[config.mk]
export PLATFORM = sky130hd
export DESIGN_NAME = prio_irq_ctrl
export DESIGN_NICKNAME = d
export VERILOG_FILES = /design/src/rtl/prio_irq_ctrl.sv
export SDC_FILE = /design/constraint.sdc
export NUM_CORES = 1
export LEC_CHECK = 0
export BUFFER_PORTS_ARGS = -buffer_cell sky130_fd_sc_hd__buf_2
export CORE_ASPECT_RATIO = 1.4
export CORE_MARGIN = 4
export CORE_UTILIZATION = 55
export CTS_CLUSTER_DIAMETER = 120
export DETAILED_ROUTE_END_ITERATION = 7
export GPL_ROUTABILITY_DRIVEN = 1
export PLACE_DENSITY = 0.76
export SETUP_SLACK_MARGIN = 0.4
export SYNTH_ARGS = -nofsm -noshare
export SYNTH_HDL_FRONTEND = slang
export SYNTH_SLANG_ARGS = --single-unit
[constraint.sdc]
create_clock -name clk -period 34.6 [get_ports clk]
set_input_delay 6.92 -clock clk [delete_from_list [all_inputs] [get_ports clk]]
set_output_delay 6.92 -clock clk [all_outputs]
set_load 0.005 [all_outputs]
[src/rtl/prio_irq_ctrl.sv]
module prio_irq_ctrl #(
  parameter int NIRQ = 7,
  parameter int LW   = 3,
  parameter int DW   = 16,
  parameter int AW   = 3
) (
  input  logic            clk,
  input  logic            rst_n,
  input  logic            nmi_i,
  input  logic [NIRQ-1:0] irq_i,
  input  logic            bus_we,
  input  logic [AW-1:0]   bus_addr,
  input  logic [DW-1:0]   bus_wdata,
  output logic [DW-1:0]   bus_rdata,
  output logic            core_req_o,
  output logic [$clog2(NIRQ+2)-1:0] core_src_o,
  output logic            ext_flag_o
);
  localparam int NS = NIRQ + 1;
  localparam int SW = $clog2(NS + 1);

  logic [LW-1:0]   lvl [NS];
  logic [NIRQ-1:0] mode, irq_q, edge_pend, clr;
  logic [DW-1:0]   flag;
  logic [LW-1:0]   mask;
  logic            route;
  logic [NS-1:0]   pend;
  logic [LW-1:0]   best_lvl;
  logic [SW-1:0]   best_src;

  wire flag_any = |flag;
  wire flag_req = flag_any & ~route;
  assign clr = (bus_we && bus_addr == AW'(3)) ? bus_wdata[NIRQ-1:0] : '0;
  assign pend = {flag_req, (edge_pend & mode) | (irq_i & ~mode)};
  assign ext_flag_o = flag_any & route;

  always_ff @(posedge clk) begin
    if (!rst_n) begin
      for (int i = 0; i < NS; i++) lvl[i] <= '0;
      mode <= '0; irq_q <= '0; edge_pend <= '0;
      flag <= '0; mask <= '0; route <= 1'b0;
      core_req_o <= 1'b0; core_src_o <= '0;
    end else begin
      irq_q <= irq_i;
      edge_pend <= ((edge_pend & ~clr) | (irq_i & ~irq_q)) & mode;
      if (bus_we) begin
        for (int i = 0; i < NS; i++)
          if (bus_addr == AW'(i / 4)) lvl[i] <= bus_wdata[4*(i%4) +: LW];
        if (bus_addr == AW'(2)) mode <= bus_wdata[NIRQ-1:0];
        if (bus_addr == AW'(4)) flag <= bus_wdata;
        if (bus_addr == AW'(5)) {route, mask} <= bus_wdata[LW:0];
      end
      core_req_o <= nmi_i | (best_lvl > mask);
      core_src_o <= nmi_i ? SW'(NS) : best_src;
    end
  end

  always_comb begin
    best_lvl = '0;
    best_src = '0;
    for (int i = 0; i < NS; i++)
      if (pend[i] && lvl[i] > best_lvl) begin
        best_lvl = lvl[i];
        best_src = SW'(i);
      end
  end

  always_comb begin
    bus_rdata = '0;
    for (int i = 0; i < NS; i++)
      if (bus_addr == AW'(i / 4)) bus_rdata[4*(i%4) +: LW] = lvl[i];
    case (bus_addr)
      AW'(2): bus_rdata[NIRQ-1:0] = mode;
      AW'(3): bus_rdata[NS-1:0] = pend;
      AW'(4): bus_rdata = flag;
      AW'(5): bus_rdata[LW:0] = {route, mask};
      default: ;
    endcase
  end

  a_r2_nmi_wins: assert property (@(posedge clk) disable iff (!rst_n)
    nmi_i |=> (core_req_o && core_src_o == SW'(NS)));

  a_r7_mask_blocks: assert property (@(posedge clk) disable iff (!rst_n)
    (!nmi_i && best_lvl <= mask) |=> !core_req_o);

  a_r4_edge_sticky: assert property (@(posedge clk) disable iff (!rst_n)
    1'b1 |=> ((($past(edge_pend) & ~$past(clr) & $past(mode) & mode) & ~edge_pend) == '0));

  a_r8_flag_source: assert property (@(posedge clk) disable iff (!rst_n)
    (core_req_o && core_src_o == SW'(NIRQ)) |-> $past(flag_req));

  a_r10_req_cause: assert property (@(posedge clk) disable iff (!rst_n)
    $rose(core_req_o) |-> ($past(nmi_i) || $past(best_lvl) > $past(mask)));
endmodule

==> results of run 1 <==
==> layout make-up <==
type                    count  area share (%)
clock buffers              10            2.89
clock inverters             6            1.26
inverters                  25            1.97
well taps                  97            2.55
repair buffers             52            5.52
flip-flops and latches     70            34.5
multi-input cells         376            51.3
==> power by group <==
part           switching [uW]  internal [uW]  leakage, uW
clock                    31.3           35.0     0.000106
combinational            28.6           22.7      0.00128
sequential               3.58           89.2     0.000607
==> per-stage QoR <==
stage | hold WS, ps | cell area, sq um
5_1_grt | 510 | 4760
2_1_floorplan | 438 | 4250
4_1_cts | 473 | 4760
3_3_place_gp | 451 | 4560
3_5_place_dp | 454 | 4560
6_report | 472 | 4760
==> cell usage after synthesis (3+ instances only) <==
library cell / count / share of area [%]
nand2_1: 76 / 6.7
dfxtp_1: 46 / 22
and2_1: 39 / 5.7
nor2_1: 36 / 3.2
a21oi_1: 29 / 3.4
mux2i_1: 29 / 6.8
inv_1: 25 / 2.2
edfxtp_1: 24 / 17
nor2b_1: 22 / 3.2
a21boi_0: 18 / 3.2
clkbuf_1: 18 / 1.6
ha_1: 16 / 4.7
o21ai_0: 13 / 1.5
mux2_2: 10 / 2.6
nand3_1: 9 / 1.1
a31oi_1: 7 / 1.0
and3_1: 7 / 1.0
o21a_1: 5 / 0.88
nor4_1: 4 / 0.59
o22ai_1: 4 / 0.59
a21o_1: 3 / 0.53
mux2_4: 3 / 1.1
nand2b_1: 3 / 0.44
o211ai_1: 3 / 0.53
==> layer usage <==
layer | up-vias | GRT usage, % | part of all wire [%]
met3 | 36 | 5.70 | 6.0
li1 | 1808 | - | -
met5 | - | 0 | 0
met2 | 149 | 39.6 | 49
met4 | 0 | 12.6 | 4.1
met1 | 1710 | 35.3 | 41
==> cells by family (layout without fill, tap and decap cells) <==
group                      Yosys count  in the layout  synth area share, %
and+or+nand+nor                    208            208                 23.9
AOI/OAI and AO/OA                  109            109                 18.0
DFF                                 70             70                 38.6
buffers and inverters               45             93                 3.97
muxes                               42             42                 10.5
adders and majority gates           17             17                 4.94
==> registers in the layout, summed over array words and instances (netlist names), 3 cells and up <==
register,cells
mask,3
lvl,24
irq_q,7
core_src_o,4
edge_pend,7
flag,16
mode,7
==> worst paths after layout <==
check	start	to	cells past startpoint
worst max-delay path	irq_i[0]	core_req_o	54
worst min-delay path	mode[5]	edge_pend[5]	2
worst max register to register	mode[0]	core_req_o	53
worst min register to register	mode[5]	edge_pend[5]	2
==> critical path: cells and delay by family <==
family,cells,cell delay [ps]
adder cells (fa/ha/maj),8,2080
buffers and inverters,3,200
AO/OA/AOI/OAI,21,4240
multiplexers,5,1650
AND/OR/NAND/NOR,17,2380
==> summary.txt, run 1 <==
Timing
  • Final Hold Fails: 0
  • Final setup margin: 17380 ps
  • Layout Skew: 11.1 ps
  • Post-layout minimum cycle time: 17220 ps
  • Worst-Margin Slew: 916 ps
  • Fin. max-slew vios: 0
  • RSZ-0062 raised after global routing: no
  • Final Cycle Share: 49.8%
  • Setup Total Neg Slack: 0 ps
  • Final setup viols: 0
  • Relative slew slack: 38.5%
  • Fmax: 0.0581 GHz

Logic synthesis
  • Main synth FF type: dfxtp_1
  • Post-Synthesis Cell Area: 4250 sq um
  • Post-Synthesis Cells: 491
  • Post-synth EDFFs: 24
  • Mapped Avg Cell Area: 8.66 sq um
  • Mapped Nets: 537
  • FFs w/ async S/R, synth: 0%
  • Synthesis Warnings: 0
  • Seq/Total Area, Yosys: 38.6%
  • Synth Register Bits: 70
  • Yosys cell types: 57

Clock tree
  • CTS root buf: clkbuf_8
  • CTS tree: yes
  • CTS Buf Count: 9
  • Hold buffer count at CTS: 0
  • Clock-pin slew on the worst setup and hold paths: 80 ps
  • H-tree depth: 3
  • Clock Sinks: 70
  • Max Root-Sink Buffers: 2
  • Setup bufs post-CTS: 0
  • Clock Latency Late Sink: 350 ps
  • CTS resizes: 0

Place
  • IO buf count: 51
  • Placed cell count: 620
  • Dpl ws: 17110 ps
  • HPWL after detailed placement: 8230 um
  • RD Place Congestion: 0.873

Cells and area
  • Util after Layout: 63.9%
  • P&R area growth vs syn: 11.9%
  • Fin cells: 636
  • Fraction of layout instances using a drive strength above 1: 16.9%
  • Most frequent cells in the layout: nand2_1 (76), buf_2 (51), dfxtp_1 (46), and2_1 (39), nor2_1 (36)
  • Number of fill cells: 654
  • Area of the multi-input gates: 2440 sq um
  • Antenna fix cells: 0
  • Nets: 580
  • Commonest non-fill, non-tap cell in the layout: nand2_1
  • Seq. cell area: 1640 sq um

Worst setup path
  • Startpoint Class: input port
  • Crit Path Category: input port to register
  • CP Max Fanout: 7
  • Slowest-stage cell, CP: a311oi_1
  • Worst endpoint required time: 34850 ps
  • Critical path arrival: 17480 ps
  • CP peak stage delay: 710 ps
  • Worst Setup End Kind: register
  • R2r setup slk: 23570 ps
  • Crit-path most repeated cell: ha_1

Global routing
  • Global-route wire length before repair: 18300 um
  • Largest net degree at the start of global routing: 55
  • GRT overflow: 0
  • Vias in the first global route: 3680
  • GRT Overall Usage: 26.3%
  • Initial antenna violation count: 0

Run status
  • Status: finished, final reports clean

Drt
  • Routed WL: 11100 um
  • Number of vias per cell: 5.82
  • DRT iter0 DRCs: 254
  • DRT Pass-1 Iters: 5
  • Vias post-DR: 3703
  • Detailed-route DRC error count: 0
  • Post-DRT Antenna Nets: 0
  • Avg WL per Cell: 17.4 um

Power and ir drop
  • LEAKAGE: 0.00199 uW
  • Power Dens Cells: 44.2 nW/um^2
  • Total power: 210 uW
  • Peak VDD IR: 0.0000362 V

Flow run
  • Max Cap Viol: 0

Worst hold path
  • Hold WC Path Type: register to register

Floorplan
  • Core Rows: 37
  • Core area: 7450 sq um
  • Die ar.: 9220 sq um
  • Ports: 52
  • Die Y: 112 um
  • Chip width: 82.3 um
  • Initial Util: 57.1%
Power figures use the tool's default switching activity.
==> run 2, diff against run 1 <==
--- a/config.mk
+++ b/config.mk
@@ -8,11 +8,11 @@
 export BUFFER_PORTS_ARGS = -buffer_cell sky130_fd_sc_hd__buf_2
 export CORE_ASPECT_RATIO = 1.4
 export CORE_MARGIN = 4
-export CORE_UTILIZATION = 55
+export CORE_UTILIZATION = 53
 export CTS_CLUSTER_DIAMETER = 120
 export DETAILED_ROUTE_END_ITERATION = 7
 export GPL_ROUTABILITY_DRIVEN = 1
-export PLACE_DENSITY = 0.76
+export PLACE_DENSITY = 0.77
 export SETUP_SLACK_MARGIN = 0.4
 export SYNTH_ARGS = -nofsm -noshare
 export SYNTH_HDL_FRONTEND = slang
==> constraint.sdc (replaced) <==
create_clock -name clk -period 15.7 [get_ports clk]
set_input_delay 3.14 -clock clk [delete_from_list [all_inputs] [get_ports clk]]
set_output_delay 3.14 -clock clk [all_outputs]
set_load 0.005 [all_outputs]
==> run 2 against run 1 <==
  * Sequential share of layout area is 0.17 points higher
  * Register-to-register slack worse by 19000 ps
  * First-iteration DRC count shrank 13%
  * Design area shrank 0.50%
  * Non-clock buffer count is 1 lower
  * Hold slack improved by 5.3 ps
  * Clock power increased by 100%
  * Sequential power increased by 120%
  * Critical path type unchanged
  * Critical endpoint unchanged
==> summary.txt, run 2 (synthesis results as in run 1) <==
Clock tree
  • Clock Latency Late Sink: 350 ps
  • Hold buffer count at CTS: 0
  • CTS Buf Count: 9
  • CTS root buf: clkbuf_8
  • Max Root-Sink Buffers: 2
  • H-tree depth: 3
  • Clock Sinks: 70
  • Clock-pin slew on the worst setup and hold paths: 80 ps
  • CTS tree: yes
  • CTS resizes: 0
  • Setup bufs post-CTS: 0

Timing
  • Layout Skew: 11.7 ps
  • Setup Total Neg Slack: 0 ps
  • Fmax: 0.0746 GHz
  • RSZ-0062 raised after global routing: no
  • Worst-Margin Slew: 908 ps
  • Final Hold Fails: 0
  • Fin. max-slew vios: 0
  • Final setup viols: 0
  • Relative slew slack: 39.1%
  • Post-layout minimum cycle time: 13410 ps
  • Final Cycle Share: 85.4%

Drt
  • Avg WL per Cell: 17.2 um
  • DRT Pass-1 Iters: 5
  • Routed WL: 11000 um
  • Vias post-DR: 3752
  • Post-DRT Antenna Nets: 0
  • Detailed-route DRC error count: 0
  • DRT iter0 DRCs: 221
  • Number of vias per cell: 5.88

Floorplan
  • Core Rows: 38
  • Ports: 52
  • Core area: 7800 sq um
  • Die Y: 114 um
  • Chip width: 83.7 um
  • Die ar.: 9540 sq um
  • Initial Util: 54.5%

Global routing
  • Largest net degree at the start of global routing: 55
  • Global-route wire length before repair: 18100 um
  • GRT Overall Usage: 24.0%
  • GRT overflow: 0
  • Initial antenna violation count: 0
  • Vias in the first global route: 3757

Worst setup path
  • CP Max Fanout: 7
  • Critical path arrival: 13660 ps
  • Worst endpoint required time: 15950 ps
  • Buf/Inv on CP: 3
  • Reg2reg start: mode[0]
  • Slowest-stage cell, CP: a311oi_1
  • R2R Path End: core_req_o
  • Reg2reg path depth: 53
  • CP startpoint: irq_i[0]
  • CP peak stage delay: 710 ps
  • Cell count along the critical path: 54
  • Crit Path Category: input port to register
  • R2r setup slk: 4690 ps
  • Capture point of the critical path: core_req_o
  • Startpoint Class: input port
  • Crit-path most repeated cell: ha_1
  • Worst Setup End Kind: register
  • Family with the most delay on the worst path: compound AO/OA/AOI/OAI gates

Cells and area
  • Fraction of layout instances using a drive strength above 1: 16.4%
  • Largest Register: lvl
  • P&R area growth vs syn: 11.4%
  • Commonest non-fill, non-tap cell in the layout: nand2_1
  • Fin cells: 638
  • Most frequent cells in the layout: nand2_1 (76), buf_2 (51), dfxtp_1 (46), and2_1 (39), nor2_1 (36)
  • Largest register FFs: 24
  • Nets: 579
  • Biggest regs: lvl x24, flag x16
  • Antenna fix cells: 0

Worst hold path
  • Hold WC Path Type: register to register

Place
  • Placed cell count: 622
  • HPWL after detailed placement: 8370 um
  • IO buf count: 51
  • RD Place Congestion: 0.918

Power and ir drop
  • Power Dens Cells: 95.4 nW/um^2
  • LEAKAGE: 0.00198 uW
  • Peak VDD IR: 0.0000779 V

Run status
  • Status: finished, final reports clean

Flow run
  • Max Cap Viol: 0
==> run 2: cell type report <==
class / instances / area [sq um]
Multi-Input combinational cell: 376 / 2440
Clock inverter: 3 / 18.8
Fill cell: 711 / 3060
Clock buffer: 13 / 159
Timing Repair Buffer: 51 / 255
Tap cell: 100 / 125
Inverter: 25 / 93.8
Sequential cell: 70 / 1640
==> run 2: power breakdown <==
| group | internal [uW] | switching (uW) |
|---|---|---|
| clock network | 65.9 | 67.5 |
| registers | 197 | 7.58 |
| logic | 50.1 | 64.3 |
| total | 313 | 139 |
==> run 2: per-stage QoR <==
stage	total power, uW	instance area [sq um]	util (%)	hold WS, ps	setup WS, ps
floorplan	288	4250	-	438	3090
global placement	316	4560	58.5	458	2440
detailed placement	322	4560	58.5	467	1970
CTS	453	4740	60.7	479	2370
global route	477	4740	60.7	511	1470
finish	452	4740	60.7	477	2290
==> run 2: worst min-delay path by stage <==
stage          startpoint            to  slack [ps]  cells after the start
4_1_cts           mode[3]  edge_pend[3]         480                      2
3_3_place_gp      mode[5]  edge_pend[5]         460                      2
3_5_place_dp      mode[5]  edge_pend[5]         470                      2
6_report          mode[3]  edge_pend[3]         480                      2
2_1_floorplan     mode[5]  edge_pend[5]         440                      2
5_1_grt           mode[3]  edge_pend[3]         510                      2
==> run 2: metal layers <==
metal  up-vias  global-route usage (%)  part of all wire, %
li1       1806                       -                    -
met5         -                       0                    0
met1      1791                    27.4                   40
met2       124                    42.4                   51
met3        31                    5.64                  5.1
met4         0                    10.9                  3.5
==> run 2: tightest hold or removal path, cell delays in order, from the launching register on <==
cell and delay, ps:
dfxtp_1 340, nand2_1 60, nor2_1 30
==> run 3, diff against run 2 <==
--- a/config.mk
+++ b/config.mk
@@ -6,13 +6,12 @@
 export NUM_CORES = 1
 export LEC_CHECK = 0
 export BUFFER_PORTS_ARGS = -buffer_cell sky130_fd_sc_hd__buf_2
-export CORE_ASPECT_RATIO = 1.4
+export CORE_ASPECT_RATIO = 0.7
 export CORE_MARGIN = 4
-export CORE_UTILIZATION = 53
+export CORE_UTILIZATION = 29
 export CTS_CLUSTER_DIAMETER = 120
 export DETAILED_ROUTE_END_ITERATION = 7
 export GPL_ROUTABILITY_DRIVEN = 1
-export PLACE_DENSITY = 0.77
 export SETUP_SLACK_MARGIN = 0.4
 export SYNTH_ARGS = -nofsm -noshare
 export SYNTH_HDL_FRONTEND = slang
==> run 3 against run 2 <==
  * Clock skew is 6.6 ps lower
  * Clock power is 44% higher
  * Fmax is 0.62% lower
  * Critical path depth is 1 higher
  * Count of clock-buffer cells in the layout stayed put
  * Global-route usage is 8.9 points lower
  * Critical path type unchanged
  * Die area is 75% higher
  * First-iteration DRC count is 33% higher
  * Combinational power hardly changed
==> summary.txt, run 3 (synthesis results as in run 1) <==
Worst setup path
  • Crit-path most repeated cell: ha_1
  • Reg2reg start: mode[0]
  • CP peak stage delay: 710 ps
  • Worst endpoint required time: 15930 ps
  • CP startpoint: irq_i[0]
  • Crit Path Category: input port to register
  • Worst Setup End Kind: register
  • Slowest-stage cell, CP: a311oi_1
  • CP Max Fanout: 7
  • Critical path arrival: 13720 ps
  • Startpoint Class: input port
  • R2r setup slk: 4630 ps

Floorplan
  • Core area: 14100 sq um
  • Initial Util: 30.1%
  • Ports: 52
  • Chip width: 153 um
  • Die ar.: 16700 sq um
  • Die Y: 109 um
  • Core Rows: 36

Global routing
  • Vias in the first global route: 3607
  • Initial antenna violation count: 0
  • GRT Overall Usage: 15.1%
  • Global-route wire length before repair: 19800 um
  • GRT overflow: 0
  • Largest net degree at the start of global routing: 55

Cells and area
  • Seq. cell area: 1640 sq um
  • Most frequent cells in the layout: nand2_1 (76), buf_2 (51), dfxtp_1 (46), and2_1 (39), nor2_1 (36)
  • Commonest non-fill, non-tap cell in the layout: nand2_1
  • Largest Register: lvl
  • Area of the multi-input gates: 2440 sq um
  • Antenna fix cells: 0
  • Biggest regs: lvl x24, flag x16
  • Number of fill cells: 1473
  • Nets: 580
  • Fin cells: 729
  • Largest register FFs: 24
  • Fraction of layout instances using a drive strength above 1: 16.3%
  • P&R area growth vs syn: 16.5%

Place
  • HPWL after detailed placement: 9550 um
  • IO buf count: 51
  • RD Place Congestion: 0.883
  • Dpl ws: 1940 ps
  • Placed cell count: 713

Timing
  • Setup Total Neg Slack: 0 ps
  • Final Hold Fails: 0
  • RSZ-0062 raised after global routing: no
  • Worst-Margin Slew: 918 ps
  • Final setup margin: 2210 ps
  • Fin. max-slew vios: 0
  • Final Cycle Share: 86.0%
  • Relative slew slack: 38.4%
  • Final setup viols: 0
  • Layout Skew: 5.13 ps
  • Post-layout minimum cycle time: 13490 ps
  • Hold WS: 463 ps
  • Fmax: 0.0741 GHz

Power and ir drop
  • Power Dens Cells: 103 nW/um^2
  • LEAKAGE: 0.00203 uW
  • Peak VDD IR: 0.0000552 V
  • Total power: 512 uW

Drt
  • Post-DRT Antenna Nets: 0
  • Detailed-route DRC error count: 0
  • DRT iter0 DRCs: 294
  • Vias post-DR: 3751
  • Number of vias per cell: 5.15
  • DRT Pass-1 Iters: 5
  • Routed WL: 12500 um
  • Avg WL per Cell: 17.1 um

Clock tree
  • CTS Buf Count: 9
  • Clock Latency Late Sink: 330 ps
  • Max Root-Sink Buffers: 2
  • Setup bufs post-CTS: 0
  • H-tree depth: 3
  • Hold buffer count at CTS: 0
  • CTS root buf: clkbuf_16
  • CTS resizes: 0
  • Clock Sinks: 70
  • CTS tree: yes
  • Clock-pin slew on the worst setup and hold paths: 60 ps

Flow run
  • Max Cap Viol: 0

Worst hold path
  • Hold WC Path Type: register to register
  • Hold Crit Start: mode[5]

Run status
  • Status: finished, final reports clean
[run 3: changes by cell type in the layout (fill, tap and decap cells not counted), sizes merged]
cell and change:
buf +1, clkinv -1, inv +1
[run 3: where the power goes]
part / switching, uW / total (uW) / internal, uW
sequential: 8.43 / 205 / 197
clock: 75.2 / 191 / 116
combinational: 65.3 / 116 / 50.2
total: 149 / 512 / 363
[run 3: cell type report]
type / count / share of cell area (%)
clock inverter: 3 / 0.328
tap: 190 / 4.80
inverter: 25 / 1.89
timing repair buffer: 52 / 5.30
sequential: 70 / 33.1
clock buffer: 13 / 5.28
multi-input combinational: 376 / 49.3
[run 3: critical path, delay by kind of cell]
kind / cells / cell delay, ps
compound gates: 20 / 4080
fa+ha+maj: 8 / 2060
buf+inv: 4 / 270
mux: 5 / 1630
simple gates: 18 / 2540
[run 3: layer usage]
metal  share of wire [%]  GRT usage [%]  vias to the layer above
li1                    -              -                     1814
met1                  49           22.7                     1785
met2                  42           22.0                      146
met3                 8.6           3.89                        6
met4                0.43           2.67                        0
met5                   0              0                        -
[run 3: path summary, 6_finish.rpt]
kind | end | depth (start not counted)
setup / recovery | core_req_o | 55
setup reg to reg | core_req_o | 54
hold reg to reg | edge_pend[5] | 2
hold / removal | edge_pend[5] | 2
[run 3: stage by stage]
stage	util, %	cell area [sq um]
global route	35.0	4960
global placement	33.1	4680
finish	35.0	4960
CTS	35.0	4960
floorplan	-	4250
detailed placement	33.1	4680
